### config.mk
export PLATFORM = sky130hd
export DESIGN_NAME = fault_supervisor
export DESIGN_NICKNAME = d
export VERILOG_FILES = /design/src/rtl/fsup_pkg.sv /design/src/rtl/fsup_deglitch.sv /design/src/rtl/fsup_hyst.sv /design/src/rtl/fault_supervisor.sv
export SDC_FILE = /design/constraint.sdc
export NUM_CORES = 1
export LEC_CHECK = 0
export BUFFER_PORTS_ARGS = -buffer_cell sky130_fd_sc_hd__buf_2
export CAP_MARGIN = 20
export CORE_ASPECT_RATIO = 0.6
export CORE_MARGIN = 8
export CORE_UTILIZATION = 57
export DETAILED_ROUTE_END_ITERATION = 12
export PLACE_DENSITY = 0.77
export SLEW_MARGIN = 20
export SYNTH_ARGS = -nofsm -noshare
export SYNTH_HDL_FRONTEND = slang
export SYNTH_HIERARCHICAL = 1
export SYNTH_SLANG_ARGS = --single-unit
### constraint.sdc
create_clock -name clk -period 3.32 [get_ports clk]
set_clock_uncertainty 0.05 [all_clocks]
set_input_delay 0.498 -clock clk [delete_from_list [all_inputs] [get_ports clk]]
set_output_delay 0.498 -clock clk [all_outputs]
set_load 0.01 [all_outputs]
### src/rtl/fsup_pkg.sv
package fsup_pkg;
  // indices into the filtered comparator flag vector
  typedef enum logic [1:0] {
    FLG_UV = 2'd0,
    FLG_OV = 2'd1,
    FLG_PG = 2'd2
  } flag_idx_e;

  localparam int NUM_FLG = 3;

  function automatic int cnt_width(input int len);
    return (len < 2) ? 1 : $clog2(len + 1);
  endfunction
endpackage

### src/rtl/fsup_deglitch.sv
module fsup_deglitch #(
  parameter int LEN = 4
) (
  input  logic clk,
  input  logic rst,
  input  logic raw_i,
  output logic filt_o
);
  import fsup_pkg::*;
  localparam int CW = cnt_width(LEN);
  localparam logic [CW-1:0] LAST = CW'(LEN - 1);

  logic [CW-1:0] cnt_q;
  logic          differ;

  assign differ = raw_i != filt_o;

  // accept a new level only after LEN consecutive differing samples
  always_ff @(posedge clk) begin
    if (rst) begin
      cnt_q  <= '0;
      filt_o <= 1'b0;
    end else if (!differ) begin
      cnt_q <= '0;
    end else if (cnt_q == LAST) begin
      cnt_q  <= '0;
      filt_o <= raw_i;
    end else begin
      cnt_q <= cnt_q + 1'b1;
    end
  end

  AST_FILT_HOLD: assert property (@(posedge clk) disable iff (rst)
    (raw_i == filt_o) |=> $stable(filt_o));
  AST_FILT_EARLY: assert property (@(posedge clk) disable iff (rst)
    (differ && cnt_q != LAST) |=> $stable(filt_o));
  AST_FILT_RANGE: assert property (@(posedge clk) disable iff (rst)
    cnt_q <= LAST);
endmodule

### src/rtl/fsup_hyst.sv
module fsup_hyst (
  input  logic clk,
  input  logic rst,
  input  logic set_i,
  input  logic clr_i,
  output logic q_o
);
  // two-threshold state: clear has priority over set
  always_ff @(posedge clk) begin
    if (rst)        q_o <= 1'b0;
    else if (clr_i) q_o <= 1'b0;
    else if (set_i) q_o <= 1'b1;
  end

  AST_CLR_WINS: assert property (@(posedge clk) disable iff (rst)
    clr_i |=> !q_o);
  AST_SET_TAKES: assert property (@(posedge clk) disable iff (rst)
    (set_i && !clr_i) |=> q_o);
endmodule

### src/rtl/fault_supervisor.sv
module fault_supervisor #(
  parameter int FAULT_LEN = 400,
  parameter int PG_LEN    = 600
) (
  input  logic clk,
  input  logic rst,
  input  logic en_i,
  input  logic por_rise_i,
  input  logic por_fall_i,
  input  logic temp_hot_i,
  input  logic temp_cool_i,
  input  logic ss_done_i,
  input  logic uv_i,
  input  logic ov_i,
  input  logic pg_win_i,
  input  logic track_i,
  output logic pgood_o,
  output logic shutdown_o,
  output logic force_low_o,
  output logic ss_restart_o
);
  import fsup_pkg::*;

  logic [NUM_FLG-1:0] raw_flags;
  logic [NUM_FLG-1:0] filt_flags;
  logic supply_ok, too_hot;
  logic run, run_q, ss_ok_q;
  logic uv_lat_q, uv_next;

  assign raw_flags[FLG_UV] = uv_i;
  assign raw_flags[FLG_OV] = ov_i;
  assign raw_flags[FLG_PG] = pg_win_i;

  for (genvar gi = 0; gi < NUM_FLG; gi++) begin : g_filt
    localparam int FLEN = (gi == int'(FLG_PG)) ? PG_LEN : FAULT_LEN;
    fsup_deglitch #(.LEN(FLEN)) u_filt (
      .clk   (clk),
      .rst   (rst),
      .raw_i (raw_flags[gi]),
      .filt_o(filt_flags[gi])
    );
  end

  fsup_hyst u_supply (
    .clk  (clk),
    .rst  (rst),
    .set_i(por_rise_i),
    .clr_i(por_fall_i),
    .q_o  (supply_ok)
  );

  fsup_hyst u_thermal (
    .clk  (clk),
    .rst  (rst),
    .set_i(temp_hot_i),
    .clr_i(temp_cool_i),
    .q_o  (too_hot)
  );

  assign run = en_i && supply_ok && !too_hot;

  // undervoltage latch: set after soft-start, cleared by enable or supply cycling
  always_comb begin
    if (!en_i || !supply_ok) uv_next = 1'b0;
    else                     uv_next = uv_lat_q || (run && ss_ok_q && filt_flags[FLG_UV]);
  end

  always_ff @(posedge clk) begin
    if (rst) begin
      run_q        <= 1'b0;
      ss_ok_q      <= 1'b0;
      uv_lat_q     <= 1'b0;
      pgood_o      <= 1'b0;
      shutdown_o   <= 1'b1;
      force_low_o  <= 1'b0;
      ss_restart_o <= 1'b0;
    end else begin
      run_q        <= run;
      ss_ok_q      <= run && ss_done_i;
      uv_lat_q     <= uv_next;
      shutdown_o   <= !run || uv_next;
      pgood_o      <= run && ss_ok_q && filt_flags[FLG_PG] && !track_i && !uv_next;
      force_low_o  <= run && ss_ok_q && filt_flags[FLG_OV] && !track_i && !uv_next;
      ss_restart_o <= run && !run_q;
    end
  end

  AST_PG_OFF_IN_SHUTDOWN: assert property (@(posedge clk) disable iff (rst)
    pgood_o |-> !shutdown_o);
  AST_CROWBAR_NOT_OFF: assert property (@(posedge clk) disable iff (rst)
    force_low_o |-> !shutdown_o);
  AST_TRACK_QUIET: assert property (@(posedge clk) disable iff (rst)
    track_i |=> (!pgood_o && !force_low_o));
  AST_RESTART_PULSE: assert property (@(posedge clk) disable iff (rst)
    ss_restart_o |=> !ss_restart_o);
  AST_LATCH_HOLD: assert property (@(posedge clk) disable iff (rst)
    (uv_lat_q && en_i && supply_ok) |=> (uv_lat_q && shutdown_o));
  AST_NO_LATCH_PRE_SS: assert property (@(posedge clk) disable iff (rst)
    (!uv_lat_q && !ss_ok_q) |=> !uv_lat_q);
  AST_SUPPLY_LOW_OFF: assert property (@(posedge clk) disable iff (rst)
    !supply_ok |=> (shutdown_o && !pgood_o));
  AST_HOT_OFF: assert property (@(posedge clk) disable iff (rst)
    too_hot |=> shutdown_o);
endmodule

# After elaboration in Yosys (flattened, before gate mapping)
# Cells that the tools add are included.
# Widths: inputs -> output; s select.
# word_totals
out_inout_bits	4
reg_bits	40
inputBits	12
elab_cells	58
# op_classes
muxes	1
reduce_logical	30
n_addsub	3
bitwise	3
eq_ne	6
# op_table
cell	n
$add 9x1->9 const B	2
$eq 9x9->1 const B	2
$logic_and 1x1->1	12
$add 10x1->10 const B	1
$eq 10x10->1 const B	1
$reduce_or 3->1	3
$logic_not 1->1	7
$reduce_and 2->1	3
$reduce_or 2->1	2
$logic_or 1x1->1	3
$ne 1x1->1	3
$not 1->1	3
$mux 1	1

# Longest topological paths before layout
# Gate-level depths: netlist of the first run.
# depth
depth_word	8
mapped_depth	5
ltp_nobuf	4

# Cells and area by module
# Netlist of the first run, hierarchy kept.
# by_module_without_submodules
module	instances	cells_per_inst	seq_area_each_um2	area_each_um2
fsup_deglitch at g_filt[0].u_filt ...	2	51	200.2	491.7
fsup_deglitch at g_filt[2].u_filt	1	53	220.2	508.0
fault_supervisor	1	21	140.1	224.0
fsup_hyst	2	3	20.0	33.8

# Worst setup path after synthesis of the first run
# Ideal clock, no wire load.
# synth_timing
kind	reg2reg
from	register g_filt[2].u_filt.cnt_q[3]
to	register g_filt[2].u_filt.cnt_q[5]
setup_time_ps	136
period_less_slack_ps	1483
path_stages_with_launch	5
required_ps	3134
t_arrival_ps	1298
setup_slack_ps	1837
path_buffers	1
cell_sequence	dfxtp_1 > or4_1 > nor3_2 > buf_6 > a211oi_1
# synth_via
elab_chain_cells	2
word_cells_on_any_way	3
cone_classes	1 x add/sub; 1 x eq/ne; 1 x reduce/logical
# synth_rtl
element	line	rtl
start: declaration	fsup_deglitch.sv:13	logic [CW-1:0] cnt_q;
start signal: assignment	fsup_deglitch.sv:29	cnt_q <= cnt_q + 1'b1;
parallel branches: the longest is 2 deep, another holds $add 10x1->10	--	
# Parallel ways; which one is timed is not known.
# A chain may end at the register's enable or synchronous reset.

# Final worst setup path of the first run
# layout_timing
from	register g_filt[2].u_filt.cnt_q[3]
to	register g_filt[2].u_filt.filt_o
# layout_via
elab_chain_cells	2
# layout_rtl
element	line	rtl
$eq 10x10->1	fsup_deglitch.sv:25	end else if (cnt_q == LAST) begin
$reduce_and 2->1 (no line)	--	
end signal: assignment	fsup_deglitch.sv:27	filt_o <= raw_i;
end: declaration	fsup_deglitch.sv:7	output logic filt_o
# No other way between the ends.

==> flow_summary.toml, run 1 <==
[synthesis]
syn-instance-count = 182
synth.most_common_cell = "dfxtp_1"
syn_area_mm2 = 0.00178
netlist-cell-type-count = 37
asyncSetResetFlopFracSynth_pct = 0
syn_nets = 197
synth-edff-count = 0
synth_top_area_share_pct = 44.9
ys_dominant_reg_cell = "dfxtp_1"
synth-seq-cells = 40
synth_seq_area_share_pct = 44.9
cell_types_with_the_highest_counts_after_synthesis = "dfxtp_1, o21ai_0, nand2b_1, or3_1, nor3_1"
total_number_of_yosys_warnings = 6
synth_area_per_cell_um2 = 9.80
yosys-top-cells-area = "dfxtp_1, a211oi_2, nand2b_1"
synth.largest_area_cell = "dfxtp_1"

[timing]
finalCritPeriodShare_pct = 58.3
finalHoldViolCount = 0
max_slew.worst_pin.slew_ns = 0.731
relative_slew_slack_pct = 51.0
achievable-frequency_mhz = 517
min_period_ns = 1.94
unrepaired_setup_endpoints_after_global_routing = "false"
setup_total_negative_slack_ns = 0
timing.final.setup_violations = 0
drv_slew = 0

[layout]
top_regs = "g_filt.u_filt/cnt_q (28), g_filt.u_filt/filt_o (3)"
max_ffs_per_register = 28
registers.top_by_ff_count = "g_filt.u_filt/cnt_q"
drive_gt1_share_pct = 20.8
multi_input_comb_area_um2 = 908
fillCellCount = 246
fin_nets = 211
utilization_pct = 67.2
regArea_um2 = 801
antenna_cells = 0
flow.area_growth_from_synthesis_pct = 10.3

[critical_path]
setup.worst_path.start = "g_filt[2].u_filt/cnt_q[3]"
crit-reg2reg-capture = "g_filt[2].u_filt/filt_o"
worstSetupEndpointType = "register"
timing.rr.start = "g_filt[2].u_filt/cnt_q[3]"
crit_path_end = "g_filt[2].u_filt/filt_o"
cp_data_required_time_ns = 3.49
crit_type = "reg2reg"
ff2ff_setup_slack_ns = 1.38
worst_reg_to_reg_cells = 3
critPathMaxFanout = 11
worstSetupStartpointType = "register"
critPathArrivalTime_ns = 2.11

[clocking]
ctsLongestPathBuffers = 2
worstSkewPairLatency_ns = 0.30
clk_pin_slew_ns = 0.08
postCtsSetupBuffers = 0
holdBufCountCts = 0
post_cts_resize_count = 0
clockRootBuffer = "clkbuf_8"
cts_buffers = 5
cts_tree = "built"
clock_sinks = 40
h_tree_depth = 2

[route]
avgRoutedWirePerCell_um = 13.8
drt.antenna.violating_nets = 0
routed_via_density = 5.87
wl_mm = 3.31
detail_route.iter0.violations = 41
remaining_drc_errors = 0
via_count = 1404
first_pass_iters = 4

[floorplanning]
die_w_um = 88.2
placementRows = 15
initial_utilization_pct = 60.9
io_pins = 16
dieArea_mm2 = 0.00523
die_h_um = 59.3
fp.coreArea_mm2 = 0.00293

[job]
maxCapViolCount = 0

[pwr]
leakagePower_nw = 0.653
fin_total_pwr_uw = 914
ir_drop_v = 0.000327
cellPowerDensity_mw_per_mm2 = 464

[place]
place.port_buffers = 15
dp.final_hpwl_mm = 2.36
finalWeightedCongestion = 0.814

[min_path]
hold_class = "in2reg"

[global_route]
first_global_vias = 1339
overflow = 0
grt_usage_pct = 14.5
pin_count_of_the_biggest_net_entering_global_routing = 14
grt_antenna_before_repair = 0
grt_first_pass_wirelength_mm = 5.95

[outcome]
run_status = "complete, no violations"
## critical path, cell delays in order, from the launching register on
cell and delay, ns:
dfxtp_1 0.37, or4_1 0.56, nor3_2 0.62, mux2i_1 0.27
## cells by family after synthesis
| group | synth area share [%] |
|---|---|
| compound gates | 14.7 |
| xor+xnor | 4.91 |
| fa+ha+maj | 2.11 |
| buf+inv | 4.14 |
| flops | 44.9 |
| mux | 1.68 |
| simple gates | 27.6 |
## cell usage in the layout, fill, tap and decap left out, types with 2 or more instances in the layout
cell type	instances
nor4b_2	2
a22o_1	2
xor2_1	5
nor2_1	5
nor3_1	9
and3_1	4
nor4_1	2
nor3b_1	4
nand3b_1	2
or3_1	10
a211oi_1	4
dfxtp_1	40
a31o_2	2
nand4_1	3
a21oi_1	5
ha_1	3
inv_1	5
nand4b_1	2
o21ai_0	12
mux2i_1	3
and3_2	2
buf_2	15
nand2_1	7
clkbuf_8	5
nand3_1	6
a311oi_1	2
a31oi_1	2
xnor2_1	5
or4_1	2
nor3_2	3
nand3_2	3
a211oi_2	5
nand2b_1	10
## through the flow
step / hold slack [ns] / setup WS, ns / cells / cell area, um2
after global routing: 0.297 / 1.28 / 239 / 1970
final: 0.309 / 1.38 / 239 / 1970
after CTS: 0.301 / 1.40 / 239 / 1970
after global placement: 0.329 / 1.50 / 231 / 1860
after detailed placement: 0.345 / 1.43 / 231 / 1860
after floorplan: 0.326 / 1.84 / 182 / 1780
## layer usage
metal / routed length [um] / up-vias / part of all wire [%] / global-route usage (%)
met5: 0 / - / 0 / 0
met4: 26 / 0 / 0.79 / 7.40
met3: 188 / 5 / 5.7 / 5.12
met2: 1500 / 32 / 45 / 21.7
met1: 1590 / 666 / 48 / 18.0
li1: - / 701 / - / -
## power breakdown
part | total, mW | switching [mW] | internal, mW
registers | 0.489 | 0.00438 | 0.485
clock network | 0.396 | 0.173 | 0.222
logic | 0.0287 | 0.0154 | 0.0134
## how the worst min path moves through the flow
| stage | end | cells past startpoint | start |
|---|---|---|---|
| after floorplan | ss_restart_o | 1 | run_q |
| after global placement | ss_restart_o | 1 | run_q |
| after detailed placement | ss_restart_o | 1 | run_q |
| after CTS | u_thermal/q_o | 2 | temp_cool_i |
| after global routing | u_thermal/q_o | 2 | temp_cool_i |
| final | u_thermal/q_o | 2 | temp_cool_i |
## layout make-up
cell class | count | share of cell area [%]
Clock buffer | 5 | 3.50
Tap cell | 42 | 2.67
Timing Repair Buffer | 15 | 3.82
Clock inverter | 3 | 2.16
Multi-Input combinational cell | 129 | 46.2
Sequential cell | 40 | 40.7
Inverter | 5 | 0.954
(Power assumes the default switching activity.)
==> inputs of run 2 (changes only) <==
- clock period: 3.32 -> 2 ns (I/O delays scaled with it)
==> flow_summary.toml, run 2 (same netlist as run 1, synthesis figures left out) <==
[route]
avgRoutedWirePerCell_um = 13.8
remaining_drc_errors = 0
drt.antenna.violating_nets = 0
via_count = 1392
first_pass_iters = 4
detail_route.iter0.violations = 71
wl_mm = 3.30
routed_via_density = 5.82

[clocking]
cts_buffers = 5
clock_sinks = 40
clockRootBuffer = "clkbuf_8"
post_cts_resize_count = 0
clk_pin_slew_ns = 0.07
h_tree_depth = 2
holdBufCountCts = 0
ctsLongestPathBuffers = 2
cts_tree = "built"
postCtsSetupBuffers = 0
worstSkewPairLatency_ns = 0.28

[place]
finalWeightedCongestion = 0.797
placedCellCount = 232
worst_slack_after_detailed_placement_ns = 0.409
dp.final_hpwl_mm = 2.43
placed_area_mm2 = 0.00186
place.port_buffers = 15

[layout]
flow.area_growth_from_synthesis_pct = 8.84
max_ffs_per_register = 28
antenna_cells = 0
finish.instance_area_mm2 = 0.00194
fin_nets = 212
fillCellCount = 240
utilization_pct = 66.3
top_regs = "g_filt.u_filt/cnt_q (28), g_filt.u_filt/filt_o (3)"
most_common_library_cell_in_the_layout_ignoring_fill_and_taps = "dfxtp_1"
layout_common_cells = "dfxtp_1, buf_2, o21ai_0"
drive_gt1_share_pct = 20.3
registers.top_by_ff_count = "g_filt.u_filt/cnt_q"
post_layout_cell_count = 239

[timing]
worst_setup_margin_ns = 0.373
worst_hold_slack_ns = 0.130
setup_total_negative_slack_ns = 0
finalHoldViolCount = 0
relative_slew_slack_pct = 73.0
finalCritPeriodShare_pct = 81.4
timing.final.setup_violations = 0
max_slew.worst_pin.slew_ns = 0.404
achievable-frequency_mhz = 615
unrepaired_setup_endpoints_after_global_routing = "false"
min_period_ns = 1.63
drv_slew = 0

[critical_path]
critPathArrivalTime_ns = 1.78
crit_type = "reg2reg"
worstSetupEndpointType = "register"
worstSetupStartpointType = "register"
critPathMaxFanout = 11
cp_data_required_time_ns = 2.16

[pwr]
net_switching_component_of_the_power_uw = 285
comb_power_share_pct = 3.6
power.internal_mw = 1.06
cellPowerDensity_mw_per_mm2 = 695
switching_share_pct = 21.1
leakagePower_nw = 0.646
clock_power_share_pct = 36.2
fin_total_pwr_mw = 1.35
ir_drop_v = 0.000612
p_seq_share_pct = 60.2

[floorplanning]
fp.coreArea_mm2 = 0.00293
initial_utilization_pct = 60.9
die_w_um = 88.2
dieArea_mm2 = 0.00523
die_h_um = 59.3
placementRows = 15
io_pins = 16

[global_route]
grt_usage_pct = 14.0
first_global_vias = 1346
overflow = 0
pin_count_of_the_biggest_net_entering_global_routing = 13
grt_first_pass_wirelength_mm = 5.79
grt_antenna_before_repair = 0

[min_path]
hold_class = "in2reg"

[job]
maxCapViolCount = 0

[outcome]
run_status = "complete, no violations"
run 2: cell types whose count changed in the layout (fill, tap and decap cells not counted):
| cell | before | now |
|---|---|---|
| buf_4 | 0 | 1 |
| bufinv_16 | 1 | 0 |
| clkbuf_1 | 0 | 1 |
| clkinvlp_4 | 1 | 0 |
run 2: worst max-delay path: stages, from the launching register on:
cell and delay, ns:
dfxtp_1 0.36, or4_1 0.56, nor3_2 0.18, buf_4 0.21, mux2i_1 0.20
run 2: final cells by class:
| class | instances | area (um2) | share of cell area, % |
|---|---|---|---|
| Multi-Input combinational cell | 129 | 908 | 46.8 |
| Inverter | 5 | 18.8 | 0.967 |
| Tap cell | 42 | 52.6 | 2.71 |
| Clock buffer | 6 | 72.6 | 3.74 |
| Sequential cell | 40 | 801 | 41.3 |
| Clock inverter | 1 | 5.00 | 0.258 |
| Timing Repair Buffer | 16 | 82.6 | 4.26 |
run 2: power by group through the flow:
stage                     registers, mW  logic, mW  clock network, mW
after floorplan                   0.830     0.0283                  0
after global placement            0.830     0.0455                  0
after detailed placement          0.831     0.0481                  0
after CTS                         0.813     0.0482              0.500
after global routing              0.813     0.0542              0.543
final                             0.813     0.0480              0.489
run 2: worst paths after layout:
check / start / to / slack, ns / cells past startpoint
setup / recovery: g_filt[2].u_filt/cnt_q[3] / g_filt[2].u_filt/filt_o / 0.37 / 4
hold / removal: temp_cool_i / u_thermal/q_o / 0.13 / 2
setup reg to reg: g_filt[2].u_filt/cnt_q[3] / g_filt[2].u_filt/filt_o / 0.37 / 4
hold reg to reg: run_q / ss_restart_o / 0.36 / 1
run 2: metal layers:
metal	vias up	routed length [um]	track usage, %
met5	-	0	0
met4	0	33	5.97
met3	4	122	4.15
met2	31	1470	22.2
met1	655	1670	17.1
li1	702	-	-
